## src/rtl/rcl_pkg.sv

```systemverilog
package rcl_pkg;
    localparam int NUM_CAUSES = 5;

    // Bit 4 down to bit 0 in declaration order
    typedef struct packed {
        logic sw;
        logic wdt;
        logic bor;
        logic por;
        logic pin;
    } cause_t;

    localparam cause_t KEEP_ON_HARD = '{sw: 1'b0, wdt: 1'b0, bor: 1'b0, por: 1'b1, pin: 1'b1};

    function automatic logic is_hard(input cause_t ev);
        return ev.por | ev.pin;
    endfunction

    // Clearing first, then setting all pulsed flags
    function automatic cause_t apply_events(input cause_t cur, input cause_t ev);
        cause_t base;
        base = is_hard(ev) ? (cur & KEEP_ON_HARD) : cur;
        return base | ev;
    endfunction
endpackage

```

## src/rtl/rcl_capture.sv

```systemverilog
module rcl_capture
    import rcl_pkg::*;
(
    input  logic   clk,
    input  logic   rst,
    input  cause_t ev,
    input  logic   wr_hit,
    input  cause_t wr_val,
    output cause_t flags
);
    // Storage is deliberately outside the system reset domain
    cause_t store = '0;

    always_ff @(posedge clk) begin
        if (|ev)
            store <= apply_events(store, ev);
        else if (wr_hit)
            store <= wr_val;
    end

    assign flags = store;


    sticky_soft_chk: assert property (@(posedge clk) disable iff (rst)
        ((|ev) && !is_hard(ev)) |=> ((flags & $past(flags)) == $past(flags)));


    hard_clear_chk: assert property (@(posedge clk) disable iff (rst)
        is_hard(ev) |=> ({flags.sw, flags.wdt, flags.bor} == $past({ev.sw, ev.wdt, ev.bor})));


    pulse_sets_chk: assert property (@(posedge clk) disable iff (rst)
        (|ev) |=> ((flags & $past(ev)) == $past(ev)));


    write_load_chk: assert property (@(posedge clk) disable iff (rst)
        (wr_hit && !(|ev)) |=> (flags == $past(wr_val)));


    event_wins_chk: assert property (@(posedge clk) disable iff (rst)
        (wr_hit && (|ev) && !is_hard(ev)) |=> ((flags & $past(flags)) == $past(flags)));


    idle_hold_chk: assert property (@(posedge clk) disable iff (rst)
        (!(|ev) && !wr_hit) |=> $stable(flags));
endmodule

```

## src/rtl/rcl_regport.sv

```systemverilog
module rcl_regport
    import rcl_pkg::*;
#(
    parameter int ADDR_W = 8,
    parameter int DATA_W = 32,
    parameter logic [ADDR_W-1:0] CAUSE_ADDR = 'h10
) (
    input  logic              clk,
    input  logic              rst,
    input  logic [ADDR_W-1:0] addr,
    input  logic              we,
    input  logic [DATA_W-1:0] wdata,
    input  cause_t            flags,
    output logic              wr_hit,
    output cause_t            wr_val,
    output logic [DATA_W-1:0] rdata
);
    logic              sel;
    logic [DATA_W-1:0] word;
    logic [DATA_W-1:0] rd_q;

    assign sel    = (addr == CAUSE_ADDR);
    assign wr_hit = sel && we;
    assign wr_val = cause_t'(wdata[NUM_CAUSES-1:0]);

    // Zero-extend the flags to the data width
    for (genvar b = 0; b < DATA_W; b++) begin : g_word
        if (b < NUM_CAUSES) begin : g_flag
            assign word[b] = flags[b];
        end else begin : g_zero
            assign word[b] = 1'b0;
        end
    end

    always_ff @(posedge clk) begin
        if (rst)
            rd_q <= '0;
        else
            rd_q <= sel ? word : '0;
    end

    assign rdata = rd_q;


    read_latency_chk: assert property (@(posedge clk) disable iff (rst)
        !rst |=> (rdata == $past(sel ? {{(DATA_W-NUM_CAUSES){1'b0}}, flags} : '0)));
endmodule

```

## src/rtl/rst_cause_log.sv

```systemverilog
module rst_cause_log
    import rcl_pkg::*;
#(
    parameter int ADDR_W = 8,
    parameter int DATA_W = 32,
    parameter logic [ADDR_W-1:0] CAUSE_ADDR = 'h10
) (
    input  logic              clk,
    input  logic              rst,
    input  logic              ev_sw,
    input  logic              ev_wdt,
    input  logic              ev_bor,
    input  logic              ev_por,
    input  logic              ev_pin,
    input  logic [ADDR_W-1:0] bus_addr,
    input  logic              bus_we,
    input  logic [DATA_W-1:0] bus_wdata,
    output logic [DATA_W-1:0] bus_rdata
);
    cause_t ev;
    cause_t flags;
    cause_t wr_val;
    logic   wr_hit;

    assign ev = '{sw: ev_sw, wdt: ev_wdt, bor: ev_bor, por: ev_por, pin: ev_pin};

    rcl_regport #(
        .ADDR_W     (ADDR_W),
        .DATA_W     (DATA_W),
        .CAUSE_ADDR (CAUSE_ADDR)
    ) u_port (
        .clk    (clk),
        .rst    (rst),
        .addr   (bus_addr),
        .we     (bus_we),
        .wdata  (bus_wdata),
        .flags  (flags),
        .wr_hit (wr_hit),
        .wr_val (wr_val),
        .rdata  (bus_rdata)
    );

    rcl_capture u_cap (
        .clk    (clk),
        .rst    (rst),
        .ev     (ev),
        .wr_hit (wr_hit),
        .wr_val (wr_val),
        .flags  (flags)
    );
endmodule

```

## config.mk

```make
export PLATFORM = sky130hd
export DESIGN_NAME = rst_cause_log
export DESIGN_NICKNAME = d
export VERILOG_FILES = /design/src/rtl/rcl_pkg.sv /design/src/rtl/rcl_capture.sv /design/src/rtl/rcl_regport.sv /design/src/rtl/rst_cause_log.sv
export SDC_FILE = /design/constraint.sdc
export NUM_CORES = 1
export LEC_CHECK = 0
export BUFFER_PORTS_ARGS = -buffer_cell sky130_fd_sc_hd__buf_2
export CORE_MARGIN = 4
export CORE_UTILIZATION = 29
export DETAILED_ROUTE_END_ITERATION = 6
export PLACE_DENSITY = 0.84
export REMOVE_ABC_BUFFERS = 1
export SETUP_SLACK_MARGIN = 0.4
export SLEW_MARGIN = 10
export SYNTH_ARGS = -nofsm -noshare
export SYNTH_HDL_FRONTEND = slang
export SYNTH_SLANG_ARGS = --single-unit
```

## constraint.sdc

```tcl
create_clock -name clk -period 1.65 [get_ports clk]
set_input_delay 0.165 -clock clk [delete_from_list [all_inputs] [get_ports clk]]
set_output_delay 0.165 -clock clk [all_outputs]
set_load 0.05 [all_outputs]
```

==> reports/qor.yml, run 1 <==
wl_per_cell_um: 9.099
hold_viol: 0
gr-total-overflow: 0
grt_antenna_before_repair: 0
routed_wl_um: 1101
crit_required_ns: 1.62
place_area_um2: 704.4
hold_class: "in2reg"
cts_made_buffers: 3
fin_nets: 143
clockRootBuffer: "clkbuf_4"
synth.avg_cell_area_um2: 9.858
yosysWarnings: 0
post-route-period-util_pct: 67.82
vias: 439
grt_usage_pct: 7.322
worst-path-stages: 4
cp-end-kind: "flip-flop"
routed_via_density: 3.628
synth_seq_cells: 10
post_cts_buffers: 0
cts_tree: "yes"
drt-initial-drc-count: 10
portBuffers: 25
peakVddDrop_mv: 0.4940
crit_path_top_delay_cell: "nor4_4"
n_fill_cell: 235
grt_pass1_vias: 431
layout-drive-gt1-share_pct: 31.91
arrival_ns: 1.09
ant_nets: 0
drv_slew: 0
hpwlAfterDp_um: 1021
grt_pass1_wl_um: 1752
p_per_area_nw_per_um2: 850.9
post-place-cells: 117
path_buf_inv: 1
final_area_um2: 730.7
drcViolationCount: 0
cp_cell_sequence: "buf_2, or2_4, nor4_4, nand2_1"
pin_count: 80
fmax_mhz: 893.7
grt_max_degree: 7
startpoint_type: "input pin"
final_core_util_pct: 35.78
cpLargestDelayFamily: "simple AND/OR/NAND/NOR gates"
start_util_pct: 31.86
dieArea_um2: 3065
leakagePower_uw: 0.0003713
drt_pre_antenna_iters: 4
finalSetupViolCount: 0
cts_sinks: 10
ys_types: 17
regArea_um2: 250.2
critPathKind: "in2reg"
multiInputGateArea_um2: 284.0
area_delta_synth_final_pct: 12.31
num_rows: 16
core_area_um2: 2042
reg2regPathDepth: 2
final_cells: 121
min_path_cells: 2
die_x_um: 55.37
htree_levels: 1
syn_inst: 66
cap_viol_max_count: 0
clock_latency_ns: 0.26
antenna_cells: 0
status: "finished clean"
cp_slowest_stage_delay_ns: 0.30
clk_pin_slew_ns: 0.07
period_minus_slack_ns: 1.119
clockBufferDepth: 2
place.gp.congestion: 0.7016
rsz0062_at_grt: "false"
tns_ns: 0
yosysSeqAreaShare_pct: 38.46
postCtsResizedCells: 0
clock_skew_ns: 0.01584
cts_hold_buf: 0
die_h_um: 55.37
crit_fanout: 5
syn_area_um2: 650.6
-- per-layer routing --
metal	routed length [um]	vias up	GRT usage, %
li1	-	218	-
met1	366	187	6.751
met2	551	34	12.84
met3	183	0	5.828
met4	0	0	1.042
met5	0	-	0
-- final timing paths --
| check | from | slack [ns] | to |
|---|---|---|---|
| hold / removal | ev_sw | 0.23 | u_cap.flags[4]$_DFFE_PP_ |
| setup reg to reg | u_cap.flags[3]$_DFFE_PP_ | 0.76 | u_cap.flags[3]$_DFFE_PP_ |
| setup / recovery | ev_pin | 0.53 | u_cap.flags[0]$_DFFE_PP_ |
| hold reg to reg | u_cap.flags[4]$_DFFE_PP_ | 0.50 | u_port.rdata[4]$_SDFF_PP0_ |
-- worst register-to-register path, cell delays in order (launching register included) --
cell and delay [ns]:
edfxtp_1 0.39, a21oi_1 0.14, mux2i_1 0.09
-- power breakdown --
part | switching [uW] | total (uW) | internal [uW]
registers | 3.62 | 272 | 268
clock network | 72.7 | 165 | 92.7
logic | 156 | 185 | 28.1
total | 233 | 622 | 389
-- cell families (layout without fill, tap and decap cells) --
kind of cell	after synthesis	after routing	synth area share, %
other	1	27	0.5764
flip-flops	10	10	38.46
AO/OA/AOI/OAI	3	3	3.076
buffers and inverters	30	32	32.88
AND/OR/NAND/NOR	17	17	17.31
multiplexers	5	5	7.693
-- stage by stage --
step           total power (uW)  hold slack (ns)  setup WS [ns]
6_report                  621.8           0.2349         0.5310
5_1_grt                   654.0           0.2448         0.4818
4_1_cts                   627.3           0.2283         0.5290
3_5_place_dp              460.6           0.4673         0.2412
3_3_place_gp              456.9           0.4703         0.3268
2_1_floorplan             427.6           0.3491         0.5094
-- synth_stat cells (all sizes together) --
master	count	area, um^2
inv	3	11.26
nand3	1	5.000
a21oi	1	5.000
nor4b	1	8.760
dfxtp	5	100.1
and2	5	31.28
and3b	1	8.760
mux2i	5	50.05
edfxtp	5	150.1
nor4	2	27.53
conb	1	3.750
nand2	1	3.750
buf	27	202.7
nor2	5	18.77
o21bai	2	15.01
or2	1	8.760
-- sequential cells by signal, indices dropped and copies added (netlist names) --
register      cells
u_port.rdata      5
u_cap.flags       5
-- cell type report --
cell class	instances	area share [%]
multi-input cells	52	38.87
flip-flops and latches	10	34.25
repair buffers	25	17.12
well taps	27	4.623
clock buffers	4	3.596
inverters	3	1.541
-- placed cells by master, fill, tap and decap left out, types with 2 or more instances in the layout --
cell type	n
and2_1	5
buf_2	25
clkbuf_4	3
conb_1	27
dfxtp_1	5
edfxtp_1	5
inv_1	3
mux2i_1	5
nor2_1	5
o21bai_1	2
Note: power is estimated with default switching activity, not from simulation.
==> run 2: changes to the inputs <==
--- a/config.mk
+++ b/config.mk
@@ -5,11 +5,12 @@
 export SDC_FILE = /design/constraint.sdc
 export NUM_CORES = 1
 export LEC_CHECK = 0
+export ABC_AREA = 1
 export BUFFER_PORTS_ARGS = -buffer_cell sky130_fd_sc_hd__buf_2
 export CORE_MARGIN = 4
 export CORE_UTILIZATION = 29
 export DETAILED_ROUTE_END_ITERATION = 6
-export PLACE_DENSITY = 0.84
+export PLACE_DENSITY = 0.85
 export REMOVE_ABC_BUFFERS = 1
 export SETUP_SLACK_MARGIN = 0.4
 export SLEW_MARGIN = 10
==> constraint.sdc (replaced) <==
create_clock -name clk -period 1 [get_ports clk]
set_input_delay 0.1 -clock clk [delete_from_list [all_inputs] [get_ports clk]]
set_output_delay 0.1 -clock clk [all_outputs]
set_load 0.05 [all_outputs]
==> run 2 against run 1 <==
Power rose by 95%. Clock power up 120%. First-iteration DRC count is 60% lower. Global-route usage grew 0.68 points. Wire length increased by 30%. Cell count grew 30%. Core utilization grew 11 points. Combinational power is 120% higher. Sequential power up 66%. Clock-buffer cell count stayed put. Largest cell class unchanged. Highest routed layer is now met4.
==> reports/qor.yml, run 2 <==
die_x_um: 57.24  # +3.4%
routed_wl_um: 1436  # +30%
start_util_pct: 31.19  # -0.68 points
htree_levels: 1  # unchanged
rsz0062_at_grt: "true"
layout-drive-gt1-share_pct: 55.04  # +23 points
fin_nets: 178  # +24%
startpoint_type: "flip-flop"
clock_skew_ns: 0.002000  # -0.01384 ns
place.gp.congestion: 0.7192  # +2.5%
cts_tree: "yes"
regArea_um2: 256.5  # +2.5%
tns_ns: 0  # unchanged
synth_seq_cells: 10  # unchanged
drt-initial-drc-count: 4  # -6
antenna_cells: 0  # unchanged
clk_pin_slew_ns: 0.07  # about the same
syn_inst: 91  # +38%
fmax_mhz: 1125
grt_pass1_vias: 500  # +16%
core_area_um2: 2255  # +10%
cp-end-kind: "flip-flop"
cts_made_buffers: 3  # unchanged
grt_antenna_before_repair: 0  # unchanged
die_h_um: 57.24  # +3.4%
final_core_util_pct: 46.45  # +11 points
synthTopCellsByCount: "27 x buf_4, 19 x nand2_1, 16 x inv_1"
cap_viol_max_count: 0  # unchanged
period_minus_slack_ns: 0.8890
synth.top_cell.area_share_pct: 28.83  # -2.3 points
mostFrequentLayoutCell: "conb_1"
ys_types: 14  # -3
finalSetupViolCount: 0  # unchanged
cts_sinks: 10  # unchanged
wl_per_cell_um: 9.146  # +0.52%
leakagePower_uw: 0.0005488  # +48%
synthArstFlopShare_pct: 0  # unchanged
area_delta_synth_final_pct: 48.93
synth.avg_cell_area_um2: 7.727  # -22%
yosysWarnings: 0  # unchanged
drv_slew: 0  # unchanged
num_rows: 17  # +1
clockBufferDepth: 2  # unchanged
grt_usage_pct: 8.000  # +0.68 points
crit_required_ns: 1.02  # -0.60 ns
ant_nets: 0  # unchanged
post-route-period-util_pct: 88.90
n_fill_cell: 220  # -6.4%
critPathKind: "reg2reg"
cts_hold_buf: 0  # unchanged
p_per_area_nw_per_um2: 1157  # +36%
whs_ns: 0.1018  # -0.1331 ns
hold_viol: 0  # unchanged
portBuffers: 25  # unchanged
hold_class: "in2reg"
grt_pass1_wl_um: 1959  # +12%
drt_pre_antenna_iters: 4  # unchanged
clock_latency_ns: 0.26  # about the same
multiInputGateArea_um2: 341.6  # +20%
hpwlAfterDp_um: 985.8  # -3.5%
clockRootBuffer: "clkbuf_4"
yosys.area.top_type: "buf_4"
gr-total-overflow: 0  # unchanged
syn_area_um2: 703.2  # +8.1%
synth_edf_count: 5  # unchanged
arrival_ns: 0.91  # -0.18 ns
dieArea_um2: 3276  # +6.9%
crit_fanout: 2  # -3
grt_max_degree: 7  # unchanged
vias: 557  # +27%
yosysSeqAreaShare_pct: 35.59  # -2.9 points
drcViolationCount: 0  # unchanged
synth_most_common_cell: "buf_4"
postSynth.topFlopCell: "edfxtp_1"
pin_count: 80  # unchanged
synth.area.top_cells: "buf_4 29%, edfxtp_1 21%, dfxtp_1 14%"
status: "finished clean"
routed_via_density: 3.548  # -2.2%
final_cell_mix: "27 x conb_1, 15 x nand2_1, 13 x buf_2"
peakVddDrop_mv: 0.6320  # +28%
## run 2: changes by cell type after synthesis, sizes merged
cell,delta
or2,-1
nand2,+18
and2,-5
mux2i,-5
nor2,+4
o21ai,+3
and3b,-1
a21oi,-1
nand3,+2
nor4,-2
nor4b,-1
inv,+13
clkinv,+1
## run 2: final timing paths
path | endpoint | slack, ns | depth (start not counted) | start
worst max register to register | u_cap.flags[2]$_DFFE_PP_ | 0.11 | 4 | u_cap.flags[2]$_DFFE_PP_
worst min-delay path | u_cap.flags[1]$_DFFE_PP_ | 0.10 | 3 | bus_wdata[1]
worst min register to register | u_port.rdata[0]$_SDFF_PP0_ | 0.50 | 2 | u_cap.flags[0]$_DFFE_PP_
worst max-delay path | u_cap.flags[2]$_DFFE_PP_ | 0.11 | 4 | u_cap.flags[2]$_DFFE_PP_
## run 2: area by class of cell
class | count | share of cell area (%)
multi-input combinational | 63 | 32.62
timing repair buffer | 35 | 29.51
sequential | 10 | 24.49
inverter | 17 | 6.571
clock buffer | 4 | 3.465
tap | 28 | 3.345
## run 2: cell families after synthesis
kind of cell,synth area share [%]
buffers and inverters,38.61
AND/OR/NAND/NOR,21.00
flip-flops,35.59
AO/OA/AOI/OAI,4.269
other,0.5333
## run 2: repair_timing
item                                    4_1_cts  5_1_grt
pin swaps                                     9       12
setup buffers                                 7        0
resized for setup                            31       28
endpoints found under the setup margin       15       20
## run 2: metal layers
| layer | GRT usage (%) | wire length, um | vias up |
|---|---|---|---|
| met5 | 0 | 0 | - |
| met4 | 7.285 | 25 | 0 |
| met3 | 2.489 | 147 | 4 |
| met2 | 13.87 | 819 | 29 |
| met1 | 7.397 | 443 | 234 |
| li1 | - | - | 290 |
## run 2: worst max-delay path, cell delays in order (launching register included)
cell and delay, ns:
edfxtp_1 0.40, inv_2 0.08, o21ai_2 0.05, nand2_1 0.06
nand2_1 0.06
## run 2: through the flow
| stage | std cells | power (uW) | area [um^2] | worst slack (ns) |
|---|---|---|---|---|
| after CTS | 157 | 1179 | 955.9 | 0.1475 |
| after global placement | 146 | 774.1 | 780.7 | 0.02225 |
| after global routing | 157 | 1279 | 1047 | 0.08061 |
| after detailed placement | 146 | 776.1 | 780.7 | 0.01884 |
| after floorplan | 90 | 723.6 | 598.1 | 0.1660 |
| final | 157 | 1212 | 1047 | 0.1110 |
## run 2: power by group
part | switching [uW] | internal [uW]
sequential | 7.26 | 445
combinational | 300 | 104
clock | 135 | 221
total | 442 | 770
